## src/rtl/pwd_pkg.sv

```systemverilog
package pwd_pkg;
   // register byte offsets
   localparam int OFS_CTRL = 0;
   localparam int OFS_DATA = 4;
   localparam int OFS_CNT  = 8;
   // control field positions
   localparam int BIT_EN   = 0;
   localparam int BIT_REN  = 1;
   localparam int SEL_LSB  = 8;
   localparam int PRE_LSB  = 16;

   typedef enum logic [1:0] {
      REG_CTRL,
      REG_DATA,
      REG_CNT,
      REG_NONE
   } reg_sel_e;
endpackage

```

## src/rtl/pwd_regs.sv

```systemverilog
module pwd_regs
   import pwd_pkg::*;
#(
   parameter int DATA_W = 32,
   parameter int ADDR_W = 4,
   parameter int CNT_W  = 16,
   parameter int PRE_W  = 8,
   parameter int SEL_W  = 2
) (
   input  logic              clk,
   input  logic              rst_n,
   input  logic              bus_sel,
   input  logic              bus_wr,
   input  logic [ADDR_W-1:0] bus_addr,
   input  logic [DATA_W-1:0] bus_wdata,
   input  logic [CNT_W-1:0]  cnt_live,
   output logic [DATA_W-1:0] bus_rdata,
   output logic              en_q,
   output logic              ren_q,
   output logic [PRE_W-1:0]  presc_q,
   output logic [SEL_W-1:0]  sel_q,
   output logic [CNT_W-1:0]  reload_q,
   output logic              ctrl_wr,
   output logic              data_wr,
   output logic              cnt_wr,
   output logic [CNT_W-1:0]  cnt_wdata
);
   localparam logic [CNT_W-1:0] CNT_INIT = CNT_W'(1) << (CNT_W - 1);

   reg_sel_e rsel;
   logic     wdata_unused;

   always_comb begin
      if (bus_addr == ADDR_W'(OFS_CTRL))      rsel = REG_CTRL;
      else if (bus_addr == ADDR_W'(OFS_DATA)) rsel = REG_DATA;
      else if (bus_addr == ADDR_W'(OFS_CNT))  rsel = REG_CNT;
      else                                    rsel = REG_NONE;
   end

   assign ctrl_wr   = bus_sel && bus_wr && (rsel == REG_CTRL);
   assign data_wr   = bus_sel && bus_wr && (rsel == REG_DATA);
   assign cnt_wr    = bus_sel && bus_wr && (rsel == REG_CNT);
   assign cnt_wdata = bus_wdata[CNT_W-1:0];
   assign wdata_unused = ^bus_wdata;

   always_ff @(posedge clk or negedge rst_n) begin
      if (!rst_n) begin
         en_q     <= 1'b0;
         ren_q    <= 1'b0;
         presc_q  <= '0;
         sel_q    <= '0;
         reload_q <= CNT_INIT;
      end else begin
         if (ctrl_wr) begin
            en_q    <= bus_wdata[BIT_EN];
            ren_q   <= bus_wdata[BIT_REN];
            presc_q <= bus_wdata[PRE_LSB +: PRE_W];
            sel_q   <= bus_wdata[SEL_LSB +: SEL_W];
         end
         // reload value is locked while the enable bit is set
         if (data_wr && !en_q) begin
            reload_q <= bus_wdata[CNT_W-1:0];
         end
      end
   end

   always_comb begin
      bus_rdata = '0;
      unique case (rsel)
         REG_CTRL: begin
            bus_rdata[BIT_EN]              = en_q;
            bus_rdata[BIT_REN]             = ren_q;
            bus_rdata[SEL_LSB +: SEL_W]    = sel_q;
            bus_rdata[PRE_LSB +: PRE_W]    = presc_q;
         end
         REG_DATA: bus_rdata[CNT_W-1:0] = reload_q;
         REG_CNT:  bus_rdata[CNT_W-1:0] = cnt_live;
         default:  bus_rdata = '0;
      endcase
   end
endmodule

```

## src/rtl/pwd_tick_gen.sv

```systemverilog
module pwd_tick_gen #(
   parameter int PRE_W   = 8,
   parameter int SEL_W   = 2,
   parameter int DIV_LOG = 4
) (
   input  logic             clk,
   input  logic             rst_n,
   input  logic             run,
   input  logic             restart,
   input  logic [PRE_W-1:0] presc,
   input  logic [SEL_W-1:0] sel,
   output logic             tick
);
   localparam int DIV_W = DIV_LOG + (1 << SEL_W) - 1;

   logic [PRE_W-1:0] pcnt_q;
   logic [DIV_W-1:0] dcnt_q;
   logic [DIV_W-1:0] dmax;
   logic             pre_wrap;
   logic             div_wrap;

   assign dmax     = DIV_W'((32'd1 << (DIV_LOG + 32'(sel))) - 32'd1);
   assign pre_wrap = (pcnt_q == presc);
   assign div_wrap = (dcnt_q == dmax);
   assign tick     = run && !restart && pre_wrap && div_wrap;

   always_ff @(posedge clk or negedge rst_n) begin
      if (!rst_n) begin
         pcnt_q <= '0;
         dcnt_q <= '0;
      end else if (restart || !run) begin
         pcnt_q <= '0;
         dcnt_q <= '0;
      end else if (pre_wrap) begin
         pcnt_q <= '0;
         dcnt_q <= div_wrap ? '0 : dcnt_q + 1'b1;
      end else begin
         pcnt_q <= pcnt_q + 1'b1;
      end
   end
endmodule

```

## src/rtl/pwd_counter.sv

```systemverilog
module pwd_counter #(
   parameter int CNT_W      = 16,
   parameter int RST_CYCLES = 8
) (
   input  logic             clk,
   input  logic             rst_n,
   input  logic             tick,
   input  logic             load,
   input  logic [CNT_W-1:0] load_val,
   input  logic [CNT_W-1:0] reload,
   output logic [CNT_W-1:0] cnt_q,
   output logic             sys_rst
);
   localparam logic [CNT_W-1:0] CNT_INIT = CNT_W'(1) << (CNT_W - 1);

   logic expire;
   assign expire = tick && (cnt_q == '0);

   always_ff @(posedge clk or negedge rst_n) begin
      if (!rst_n)      cnt_q <= CNT_INIT;
      else if (load)   cnt_q <= load_val;
      else if (expire) cnt_q <= reload;
      else if (tick)   cnt_q <= cnt_q - 1'b1;
   end

   generate
      if (RST_CYCLES == 1) begin : g_pulse_one
         logic rst_q;
         always_ff @(posedge clk or negedge rst_n) begin
            if (!rst_n) rst_q <= 1'b0;
            else        rst_q <= expire;
         end
         assign sys_rst = rst_q;
      end else begin : g_pulse_wide
         localparam int PW = $clog2(RST_CYCLES + 1);
         logic [PW-1:0] plen_q;
         always_ff @(posedge clk or negedge rst_n) begin
            if (!rst_n)              plen_q <= '0;
            else if (expire)         plen_q <= PW'(RST_CYCLES);
            else if (plen_q != '0)   plen_q <= plen_q - 1'b1;
         end
         assign sys_rst = (plen_q != '0);
      end
   endgenerate
endmodule

```

## src/rtl/prescaled_watchdog.sv

```systemverilog
module prescaled_watchdog
   import pwd_pkg::*;
#(
   parameter int DATA_W     = 32,
   parameter int ADDR_W     = 4,
   parameter int CNT_W      = 16,
   parameter int PRE_W      = 8,
   parameter int SEL_W      = 2,
   parameter int DIV_LOG    = 4,
   parameter int RST_CYCLES = 8
) (
   input  logic              clk,
   input  logic              rst_n,
   input  logic              bus_sel,
   input  logic              bus_wr,
   input  logic [ADDR_W-1:0] bus_addr,
   input  logic [DATA_W-1:0] bus_wdata,
   output logic [DATA_W-1:0] bus_rdata,
   output logic              sys_rst
);
   generate
      if (CNT_W < 2 || CNT_W > DATA_W) begin : g_bad_cnt
         $error("CNT_W must lie between 2 and DATA_W");
      end
      if (PRE_LSB + PRE_W > DATA_W || SEL_LSB + SEL_W > PRE_LSB) begin : g_bad_fields
         $error("control fields do not fit the data word");
      end
      if (RST_CYCLES < 1) begin : g_bad_pulse
         $error("RST_CYCLES must be at least 1");
      end
      if (ADDR_W < 4) begin : g_bad_addr
         $error("ADDR_W too small for the register offsets");
      end
   endgenerate

   logic             en_q, ren_q, armed;
   logic [PRE_W-1:0] presc_q;
   logic [SEL_W-1:0] sel_q;
   logic [CNT_W-1:0] reload_q, cnt_q, cnt_wdata;
   logic             ctrl_wr, data_wr, cnt_wr, tick;

   assign armed = en_q && ren_q;

   pwd_regs #(
      .DATA_W(DATA_W), .ADDR_W(ADDR_W), .CNT_W(CNT_W),
      .PRE_W(PRE_W), .SEL_W(SEL_W)
   ) u_regs (
      .clk(clk), .rst_n(rst_n), .bus_sel(bus_sel), .bus_wr(bus_wr),
      .bus_addr(bus_addr), .bus_wdata(bus_wdata), .cnt_live(cnt_q),
      .bus_rdata(bus_rdata), .en_q(en_q), .ren_q(ren_q),
      .presc_q(presc_q), .sel_q(sel_q), .reload_q(reload_q),
      .ctrl_wr(ctrl_wr), .data_wr(data_wr), .cnt_wr(cnt_wr),
      .cnt_wdata(cnt_wdata)
   );

   pwd_tick_gen #(
      .PRE_W(PRE_W), .SEL_W(SEL_W), .DIV_LOG(DIV_LOG)
   ) u_tick (
      .clk(clk), .rst_n(rst_n), .run(armed), .restart(ctrl_wr),
      .presc(presc_q), .sel(sel_q), .tick(tick)
   );

   pwd_counter #(
      .CNT_W(CNT_W), .RST_CYCLES(RST_CYCLES)
   ) u_cnt (
      .clk(clk), .rst_n(rst_n), .tick(tick), .load(cnt_wr),
      .load_val(cnt_wdata), .reload(reload_q), .cnt_q(cnt_q),
      .sys_rst(sys_rst)
   );
endmodule

```

## config.mk

```make
export PLATFORM = sky130hd
export DESIGN_NAME = prescaled_watchdog
export DESIGN_NICKNAME = d
export VERILOG_FILES = /design/src/rtl/pwd_pkg.sv /design/src/rtl/pwd_regs.sv /design/src/rtl/pwd_tick_gen.sv /design/src/rtl/pwd_counter.sv /design/src/rtl/prescaled_watchdog.sv
export SDC_FILE = /design/constraint.sdc
export NUM_CORES = 1
export LEC_CHECK = 0
export CORE_MARGIN = 2
export CORE_UTILIZATION = 39
export DETAILED_ROUTE_END_ITERATION = 16
export SLEW_MARGIN = 10
export SYNTH_ARGS = -nofsm -noshare
export SYNTH_HDL_FRONTEND = slang
export SYNTH_SLANG_ARGS = --single-unit
export TNS_END_PERCENT = 5
```

## constraint.sdc

```tcl
create_clock -name clk -period 6.95 [get_ports clk]
set_clock_uncertainty 0.2 [all_clocks]
set_input_delay 1.39 -clock clk [delete_from_list [all_inputs] [get_ports clk]]
set_output_delay 1.39 -clock clk [all_outputs]
set_load 0.01 [all_outputs]
```

==> Yosys cells after proc, flatten, opt, wreduce, memory -nomap -nowiden <==
Cells that the tools add are included.
{ "totals": {"register_bits": 63, "in_bits": 40, "out_inout_bits": 33, "word_cells": 61} }
{ "classes": {"addsub": 6, "n_eq_ne": 6, "n_shift": 1, "n_mux": 18, "n_reduce_logical": 21} }
{ "ops": {"columns": ["operator", "n"], "rows": [
  ["16-bit two-way mux", 3],
  ["1-bit by 32-bit left shift with 7-bit output (first input constant)", 1],
  ["8-bit two-way mux", 3],
  ["6-bit case mux with 2 select lines", 2],
  ["7-bit two-way mux", 3],
  ["16-bit zero test", 1],
  ["16-bit by 1-bit subtractor with 16-bit output (second input constant)", 1],
  ["2-bit case mux with 3 select lines", 2],
  ["1-bit logical AND", 10],
  ["8-bit by 1-bit adder with 8-bit output (second input constant)", 1],
  ["8-bit equality test", 1],
  ["4-bit two-way mux", 2],
  ["7-bit by 1-bit adder with 7-bit output (second input constant)", 1],
  ["7-bit equality test", 1],
  ["7-bit by 1-bit subtractor with 7-bit output (second input constant)", 1],
  ["3-bit by 2-bit adder with 4-bit output (first input constant)", 1],
  ["4-bit by 3-bit equality test with 1-bit output (second input constant)", 1],
  ["4-bit equality test (second input constant)", 1],
  ["4-bit zero test", 1],
  ["2-bit two-way mux", 2],
  ["2-bit nonzero test", 2],
  ["4-bit nonzero test", 1],
  ["4-bit by 1-bit subtractor with 4-bit output (second input constant)", 1],
  ["1-bit zero test", 3],
  ["other kinds (6)", 6]
]} }

==> Logic depth before layout (Yosys ltp) <==
Gate-level depths: netlist of the first run.
{ "depth": {"word_depth": 13, "mapped_depth": 9, "depth_no_buf": 8} }

==> Cells and area by module <==
From an unflattened synthesis of the first run, not the netlist that was laid out.
{ "hier_totals": {"cells_unflattened": 406, "hier_area_um2": 4121.5} }
{ "by_module_without_submodules": {"columns": ["module", "instances", "cells_per_inst", "area_per_inst_um2"], "rows": [
  ["pwd_regs", 1, 142, 1647.8],
  ["pwd_counter", 1, 169, 1565.3],
  ["pwd_tick_gen", 1, 94, 902.1],
  ["prescaled_watchdog", 1, 1, 6.3]
]} }

==> Least setup slack after synthesis of the first run <==
OpenSTA, ideal clock, no wires.
{ "synth_timing": {"kind": "input to output", "startpoint": "input bus_addr[1]", "endpoint": "output bus_rdata[10]", "arrival_ps": 2816, "slack_ps": 2544, "path_stages": 7, "cell_sequence": "or3_1 inv_1 ha_1 clkbuf_1 clkbuf_1 a22oi_1 nor2_1"} }
{ "synth_via": {"elab_chain_cells": 6} }
{ "synth_rtl": {"columns": ["item", "line_no", "source"], "rows": [
  ["start, declared", "prescaled_watchdog.sv:16", "input logic [ADDR_W-1:0] bus_addr,"],
  ["4-bit equality test", "pwd_regs.sv:36", "else if (bus_addr == ADDR_W'(OFS_CNT)) rsel = REG_CNT;"],
  ["1-bit two-way mux", "pwd_regs.sv:36", null],
  ["2-bit two-way mux", "pwd_regs.sv:35", "else if (bus_addr == ADDR_W'(OFS_DATA)) rsel = REG_DATA;"],
  ["2-bit two-way mux (*)", "pwd_regs.sv:34", "if (bus_addr == ADDR_W'(OFS_CTRL)) rsel = REG_CTRL;"],
  ["2-bit equality test or 2-bit by 1-bit equality test with 1-bit output (tied branches)", "pwd_regs.sv:69", "unique case (rsel)"],
  ["6-bit case mux with 2 select lines (*)", "pwd_regs.sv:69", null],
  ["end, declared", "prescaled_watchdog.sv:18", "output logic [DATA_W-1:0] bus_rdata,"]
]} }
Mark *: on every way between the ends. The rest lies on a longest branch, timed or not.

==> Final worst setup path of the first run <==
{ "layout_timing": {"startpoint": "input bus_addr[1]", "endpoint": "output bus_rdata[9]"} }
{ "layout_via": {"elab_chain_cells": 6} }
{ "layout_rtl": {"columns": ["item", "line_no"], "rows": [
  ["4-bit equality test", "pwd_regs.sv:36"],
  ["1-bit two-way mux", "pwd_regs.sv:36"],
  ["2-bit two-way mux", "pwd_regs.sv:35"],
  ["2-bit two-way mux (*)", "pwd_regs.sv:34"],
  ["2-bit equality test (tied with other cells)", "pwd_regs.sv:69"],
  ["2-bit case mux with 3 select lines (*)", "pwd_regs.sv:69"]
]} }
Marks and branches as above.

==> reports/metrics.csv, run 1 <==
stage,metric,value,unit
worst_setup_path,slowest CP cell,ha_1,
yosys,Yosys top cell area share,40.6,%
worst_setup_path,Top delay family on crit path,buffers and inverters,
place,pre-CTS setup slack,1.34,ns
place,IO buf count,56,
floorplan,Die Y-Extent,102,um
global_routing,largest net degree at the start of global routing,64,
floorplan,boundary pin count,73,
sta,final worst-path cycle share,80.4,%
pwr,Leak Pwr,2.00,nW
sta,min setup slack post-route,1.37,ns
sta,Setup Viol. Count Final,0,
floorplan,Core ar.,9280,sq um
worst_setup_path,critical path type,input pin to output port,
clock_network,Max H-tree Level,3,
global_routing,first-pass GRT wire length,15500,um
clock_network,clk root buf,clkbuf_8,
clock_network,post-CTS setup buffers,0,
routing,Via density,5.44,
worst_setup_path,critical-path cell list,clkdlybuf4s50_1 > or3_1 > inv_1 > ha_1 > a222oi_1 > nor2_1 > clkdlybuf4s50_1,
yosys,Syn. warnings,0,
worst_setup_path,Crit. End Element,output port,
worst_setup_path,CP max FO,18,
routing,antenna-violating nets left,0,
routing,initial DRC count,165,
yosys,synthesized area per cell,9.68,sq um
sta,Final Hold Fails,0,
yosys,most area-consuming cells after synthesis,"dfrtp_1, mux2_2, nor2_1",
global_routing,vias in the first global route,3080,
outcome,status,completed,
final_layout,share of layout cells above drive strength 1,12.6,%
sta,worst slew pin tran,1.11,ns
yosys,Yosys cell types,53,
floorplan,Initial Utilization,40.5,%
hold_path,hold crit path type,flip-flop to flip-flop,
yosys,cells after synthesis,389,
clock_network,TritonCTS clock tree,built,
yosys,ys flop type,dfrtp_1,
sta,RSZ-0062 raised after global routing,no,
clock_network,Clock Tree Buf Depth,2,
yosys,"Cell Area, Synth",3760,sq um
global_routing,initial antenna violation count,0,
worst_setup_path,Worst EP arrival,3.99,ns
clock_network,"Reg clk slew, reported paths",0.07,ns
routing,via count,3112,
final_layout,Fillers,899,
routing,WL per Instance,16.3,um
floorplan,die width,102,um
global_routing,gr usage total,19.1,%
yosys,commonest cells in the netlist,"dfrtp_1, nor2_1, nand2_1, mux2_2, xor2_1",
yosys,register bit total from synthesis,63,
final_layout,Final #Nets,488,
yosys,"Seq/Total Area, Yosys",42.0,%
sta,Tmin final,5.58,ns
clock_network,CTS Buf Count,9,
clock_network,CTS sink count,63,
routing,WL final,9310,um
flow_run,MaxCap Viol Count,0,
sta,Slew Limit Fails,0,
worst_setup_path,Worst Path Buf+Inv,3,
worst_setup_path,Crit path required time,5.36,ns
worst_setup_path,reg2reg start,u_tick.pcnt_q[2],
final_layout,register area,1580,sq um
worst_setup_path,"reg-to-reg slack, setup",4.02,ns
hold_path,min-delay src,u_cnt.g_pulse_wide.plen_q[1],
routing,Remaining DRCs,0,
pwr,Power Density,227,nW/um^2
floorplan,die area,10500,sq um
final_layout,Multi-input gate area,2040,sq um
place,placer's final routability congestion estimate,0.912,
sta,total negative slack,0,ns
worst_setup_path,Crit path top cell by count,clkdlybuf4s50_1,
clock_network,post_cts resized,0,
worst_setup_path,CP Launch Type,input pin,
global_routing,global route overflow,0,
worst_setup_path,Setup crit start,bus_addr[1],
place,Post-DP HPWL,6300,um
worst_setup_path,crit-path max cell delay,0.68,ns
sta,Rel. slew slack,25.6,%
floorplan,Rows,35,
pwr,maximum vdd drop,115,uV
yosys,most instantiated library cell after synthesis,dfrtp_1,
final_layout,Area Growth Syn to Fin,22.2,%
sta,Fmax,179,MHz
clock_network,Post-CTS Hold Buffers,0,
yosys,Yosys top cell by area,dfrtp_1,
yosys,number of enable flip-flop cells after synthesis,0,
final_layout,number of antenna diodes,0,
clock_network,later-pin clock latency in the skew report,0.35,ns
routing,first drt pass iteration count,6,
yosys,Post-synth ARST share,100,%
[worst paths after layout]
kind | to | cells after the start
max | bus_rdata[9] | 7
min reg2reg | u_cnt.g_pulse_wide.plen_q[1] | 2
min in group asynchronous | u_regs.presc_q[0] | 2
max in group asynchronous | u_regs.reload_q[9] | 2
min | u_cnt.g_pulse_wide.plen_q[1] | 2
max reg2reg | u_cnt.cnt_q[0] | 6
[power by group]
group	total, mW	internal (mW)	leakage, nW	switching [mW]
Combinational	0.212	0.108	1.06	0.104
Clock	0.351	0.209	0.109	0.142
Sequential	0.478	0.416	0.825	0.0621
[kinds of logic (layout without fill, tap and decap cells)]
family	count (synthesis)	after routing	share of synthesized area (%)
adder cells (fa/ha/maj)	9	9	2.99
buffers and inverters	36	83	4.59
AO/OA/AOI/OAI	67	67	12.5
AND/OR/NAND/NOR	148	148	20.6
other	1	8	0.0996
multiplexers	38	38	11.0
flip-flops	63	63	42.0
XOR/XNOR	27	27	6.28
[registers in the layout, indices dropped and copies added, names as in the netlist]
name                       flops
u_regs.ren_q                   1
u_regs.reload_q               16
u_regs.en_q                    1
u_tick.dcnt_q                  7
u_cnt.g_pulse_wide.plen_q      4
u_cnt.cnt_q                   16
u_regs.sel_q                   2
u_regs.presc_q                 8
u_tick.pcnt_q                  8
[final cells by class]
class	count	share of cell area (%)
sequential	63	34.3
timing repair buffer	58	12.4
inverter	10	0.816
multi-input combinational	297	44.3
clock buffer	11	3.07
tap	129	3.51
clock inverter	4	1.52
[metal layers]
| layer | part of all wire [%] | up-vias | track usage [%] |
|---|---|---|---|
| li1 | - | 1476 | - |
| met1 | 48 | 1534 | 27.2 |
| met4 | 1.4 | 0 | 5.33 |
| met3 | 4.2 | 12 | 3.83 |
| met2 | 46 | 90 | 29.9 |
| met5 | 0 | - | 0 |
[placed cells by master (no fill, tap or decap), types with 2 or more instances in the layout]
| cell type | instances |
|---|---|
| xor2_1 | 19 |
| dfstp_2 | 2 |
| a21oi_1 | 12 |
| clkbuf_8 | 10 |
| conb_1 | 8 |
| and2_1 | 8 |
| xnor2_1 | 8 |
| mux2i_1 | 10 |
| buf_4 | 2 |
| nand3_1 | 17 |
| nand4b_1 | 2 |
| inv_1 | 10 |
| nor3b_1 | 3 |
| a22oi_1 | 12 |
| nand2b_1 | 3 |
| o211ai_1 | 2 |
| mux2_2 | 28 |
| nand2_1 | 30 |
| clkinv_2 | 2 |
| nor2_1 | 47 |
| a222oi_1 | 4 |
| a2bb2oi_1 | 5 |
| o21ai_1 | 4 |
| or3_1 | 4 |
| clkdlybuf4s50_1 | 55 |
| o2111ai_1 | 4 |
| and3_1 | 6 |
| nand3b_1 | 4 |
| o21ai_0 | 14 |
| nor4_4 | 2 |
| dfrtp_1 | 61 |
| nor3_1 | 6 |
| nor4_1 | 6 |
| ha_1 | 9 |
| bufinv_16 | 2 |
| a31o_2 | 2 |
[worst min-delay path: cells and delay by family, from the launching register on]
kind | cells | cell delay [ns]
DFF | 1 | 0.36
and+or+nand+nor | 1 | 0.08
AOI/OAI and AO/OA | 1 | 0.07
[metrics by stage]
stage | hold WS (ns) | std cells | instance area (sq um) | utilization, % | power, mW
after floorplan | 0.282 | 396 | 3790 | - | 0.623
after global placement | 0.314 | 557 | 4390 | 47.3 | 0.688
after detailed placement | 0.322 | 557 | 4390 | 47.3 | 0.694
after CTS | 0.336 | 572 | 4600 | 49.5 | 1.05
after global routing | 0.366 | 572 | 4600 | 49.5 | 1.09
final | 0.338 | 572 | 4600 | 49.5 | 1.04
Power figures use the tool's default switching activity.
==> inputs of run 2 (changes only) <==
==> constraint.sdc (replaced) <==
create_clock -name clk -period 5.3 [get_ports clk]
set_clock_uncertainty 0.2 [all_clocks]
set_input_delay 1.06 -clock clk [delete_from_list [all_inputs] [get_ports clk]]
set_output_delay 1.06 -clock clk [all_outputs]
set_load 0.01 [all_outputs]
==> run 2 against run 1 <==
First-iteration DRC count fell by 12%. Critical endpoint is now bus_rdata[1]. Flip-flop and latch count did not move. Highest routed layer unchanged. Critical path type unchanged. Global-route usage fell by 0.066 points. Clock power rose by 26%. Register-to-register slack got worse by 1.4 ns. Power rose by 29%. Worst setup slack got worse by 0.66 ns. Sequential power rose by 31%. Die area did not move. Design area rose by 0.93%. Hold slack got worse by 0.015 ns. Sequential share of layout area fell by 0.31 points.
==> reports/metrics.csv, run 2 (synthesis gave the netlist of run 1 again) <==
stage,metric,value,unit
routing,Via density,5.41,
hold_path,min-delay src,u_tick.dcnt_q[0],
final_layout,Final Non-Filler Cells,579,
final_layout,share of layout cells above drive strength 1,14.0,%
pwr,Leak Pwr,2.03,nW
routing,WL final,9260,um
floorplan,Core ar.,9280,sq um
floorplan,boundary pin count,73,
worst_setup_path,Reg-to-Reg End,u_cnt.cnt_q[13],
hold_path,hold path cells,1,
routing,met3 wire length,394,um
clock_network,Max H-tree Level,3,
clock_network,"Reg clk slew, reported paths",0.07,ns
sta,Slew Limit Fails,0,
place,placed cell areas,4430,sq um
clock_network,later-pin clock latency in the skew report,0.34,ns
place,Post-DP HPWL,6500,um
sta,final worst-path cycle share,86.7,%
worst_setup_path,reg2reg start,u_regs.presc_q[7],
floorplan,Rows,35,
clock_network,post_cts resized,0,
final_layout,final core occ,50.0,%
final_layout,Final #Nets,494,
place,placer's final routability congestion estimate,0.910,
final_layout,"most common cell after layout, fill and taps aside",dfrtp_1,
sta,worst slew pin tran,1.00,ns
worst_setup_path,"reg-to-reg slack, setup",2.66,ns
sta,Final Hold Fails,0,
global_routing,largest net degree at the start of global routing,45,
sta,total negative slack,0,ns
clock_network,clk root buf,clkbuf_8,
global_routing,vias in the first global route,3068,
worst_setup_path,CP Launch Type,input pin,
global_routing,initial antenna violation count,0,
worst_setup_path,Worst EP arrival,3.34,ns
outcome,status,completed,
worst_setup_path,Crit path required time,4.04,ns
sta,Tmin final,4.60,ns
floorplan,Die Y-Extent,102,um
pwr,maximum vdd drop,114,uV
hold_path,hold crit path type,flip-flop to flip-flop,
worst_setup_path,Reg2Reg Depth,6,
global_routing,global route overflow,0,
clock_network,CTS Buf Count,9,
flow_run,MaxCap Viol Count,0,
final_layout,Fillers,908,
place,IO buf count,56,
routing,met1 wire length,4430,um
clock_network,Clock Tree Buf Depth,2,
global_routing,first-pass GRT wire length,15400,um
routing,initial DRC count,145,
routing,via count,3132,
clock_network,post-CTS setup buffers,0,
clock_network,CTS sink count,63,
final_layout,Area Growth Syn to Fin,23.3,%
final_layout,cell area after layout,4640,sq um
final_layout,"commonest non-fill, non-tap cells in the layout","dfrtp_1, clkdlybuf4s50_1, nor2_1",
global_routing,gr usage total,19.1,%
final_layout,number of antenna diodes,0,
hold_path,Worst Hold Endpoint,u_tick.dcnt_q[0],
floorplan,die width,102,um
sta,Setup Viol. Count Final,0,
routing,WL per Instance,16.0,um
routing,first drt pass iteration count,4,
floorplan,Initial Utilization,40.5,%
worst_setup_path,Crit. End Element,output port,
pwr,Power Density,290,nW/um^2
sta,RSZ-0062 raised after global routing,no,
routing,highest metal used,met4,
sta,Fmax,218,MHz
clock_network,TritonCTS clock tree,built,
routing,met2 WL post-DR,4310,um
routing,antenna-violating nets left,0,
sta,Rel. slew slack,33.3,%
clock_network,Post-CTS Hold Buffers,0,
routing,Remaining DRCs,0,
worst_setup_path,CP max FO,13,
final_layout,biggest regs,"u_cnt.cnt_q: 16 flops, u_regs.reload_q: 16 flops",
place,Placed Cells,563,
floorplan,die area,10500,sq um
worst_setup_path,critical path type,input pin to output port,
## run 2: where the power goes
part           switching, mW  internal, mW  leakage (nW)
registers             0.0807         0.546         0.825
logic                  0.135         0.143          1.09
clock network          0.187         0.255         0.109
total                  0.403         0.943          2.03
## run 2: area by class of cell
type	instances	area, sq um	share of cell area, %
Multi-Input combinational cell	297	2040	43.9
Sequential cell	63	1580	34.0
Timing Repair Buffer	64	616	13.3
Clock buffer	13	169	3.64
Tap cell	129	161	3.48
Clock inverter	3	40.0	0.863
Inverter	10	37.5	0.809
## run 2: how the worst max path moves through the flow
stage / from / endpoint / slack (ns) / cells past startpoint
4_1_cts: bus_addr[1] / bus_rdata[8] / 0.68 / 7
3_5_place_dp: bus_addr[1] / bus_rdata[1] / 0.70 / 7
2_1_floorplan: bus_addr[1] / bus_rdata[10] / 1.55 / 7
6_report: bus_addr[1] / bus_rdata[1] / 0.70 / 7
5_1_grt: bus_addr[1] / bus_rdata[1] / 0.57 / 7
3_3_place_gp: bus_addr[1] / bus_rdata[8] / 0.70 / 7
## run 2: layer usage
layer,vias up,global-route usage [%]
met3,13,3.56
li1,1498,-
met1,1547,26.5
met2,74,29.9
met4,0,6.77
met5,-,0
## run 2: through the flow
| stage | hold WS (ns) | power (mW) | worst slack, ns |
|---|---|---|---|
| floorplan | 0.282 | 0.817 | 1.55 |
| global placement | 0.312 | 0.903 | 0.698 |
| detailed placement | 0.322 | 0.911 | 0.695 |
| CTS | 0.330 | 1.36 | 0.684 |
| global route | 0.369 | 1.42 | 0.565 |
| finish | 0.323 | 1.35 | 0.703 |
## run 2: critical path, stage by stage
cell             delay, ns
clkdlybuf4s50_1       0.41
or3_1                 0.44
inv_1                 0.11
ha_1                  0.44
a222oi_1              0.12
nor2_1                0.18
clkdlybuf4s50_1       0.57
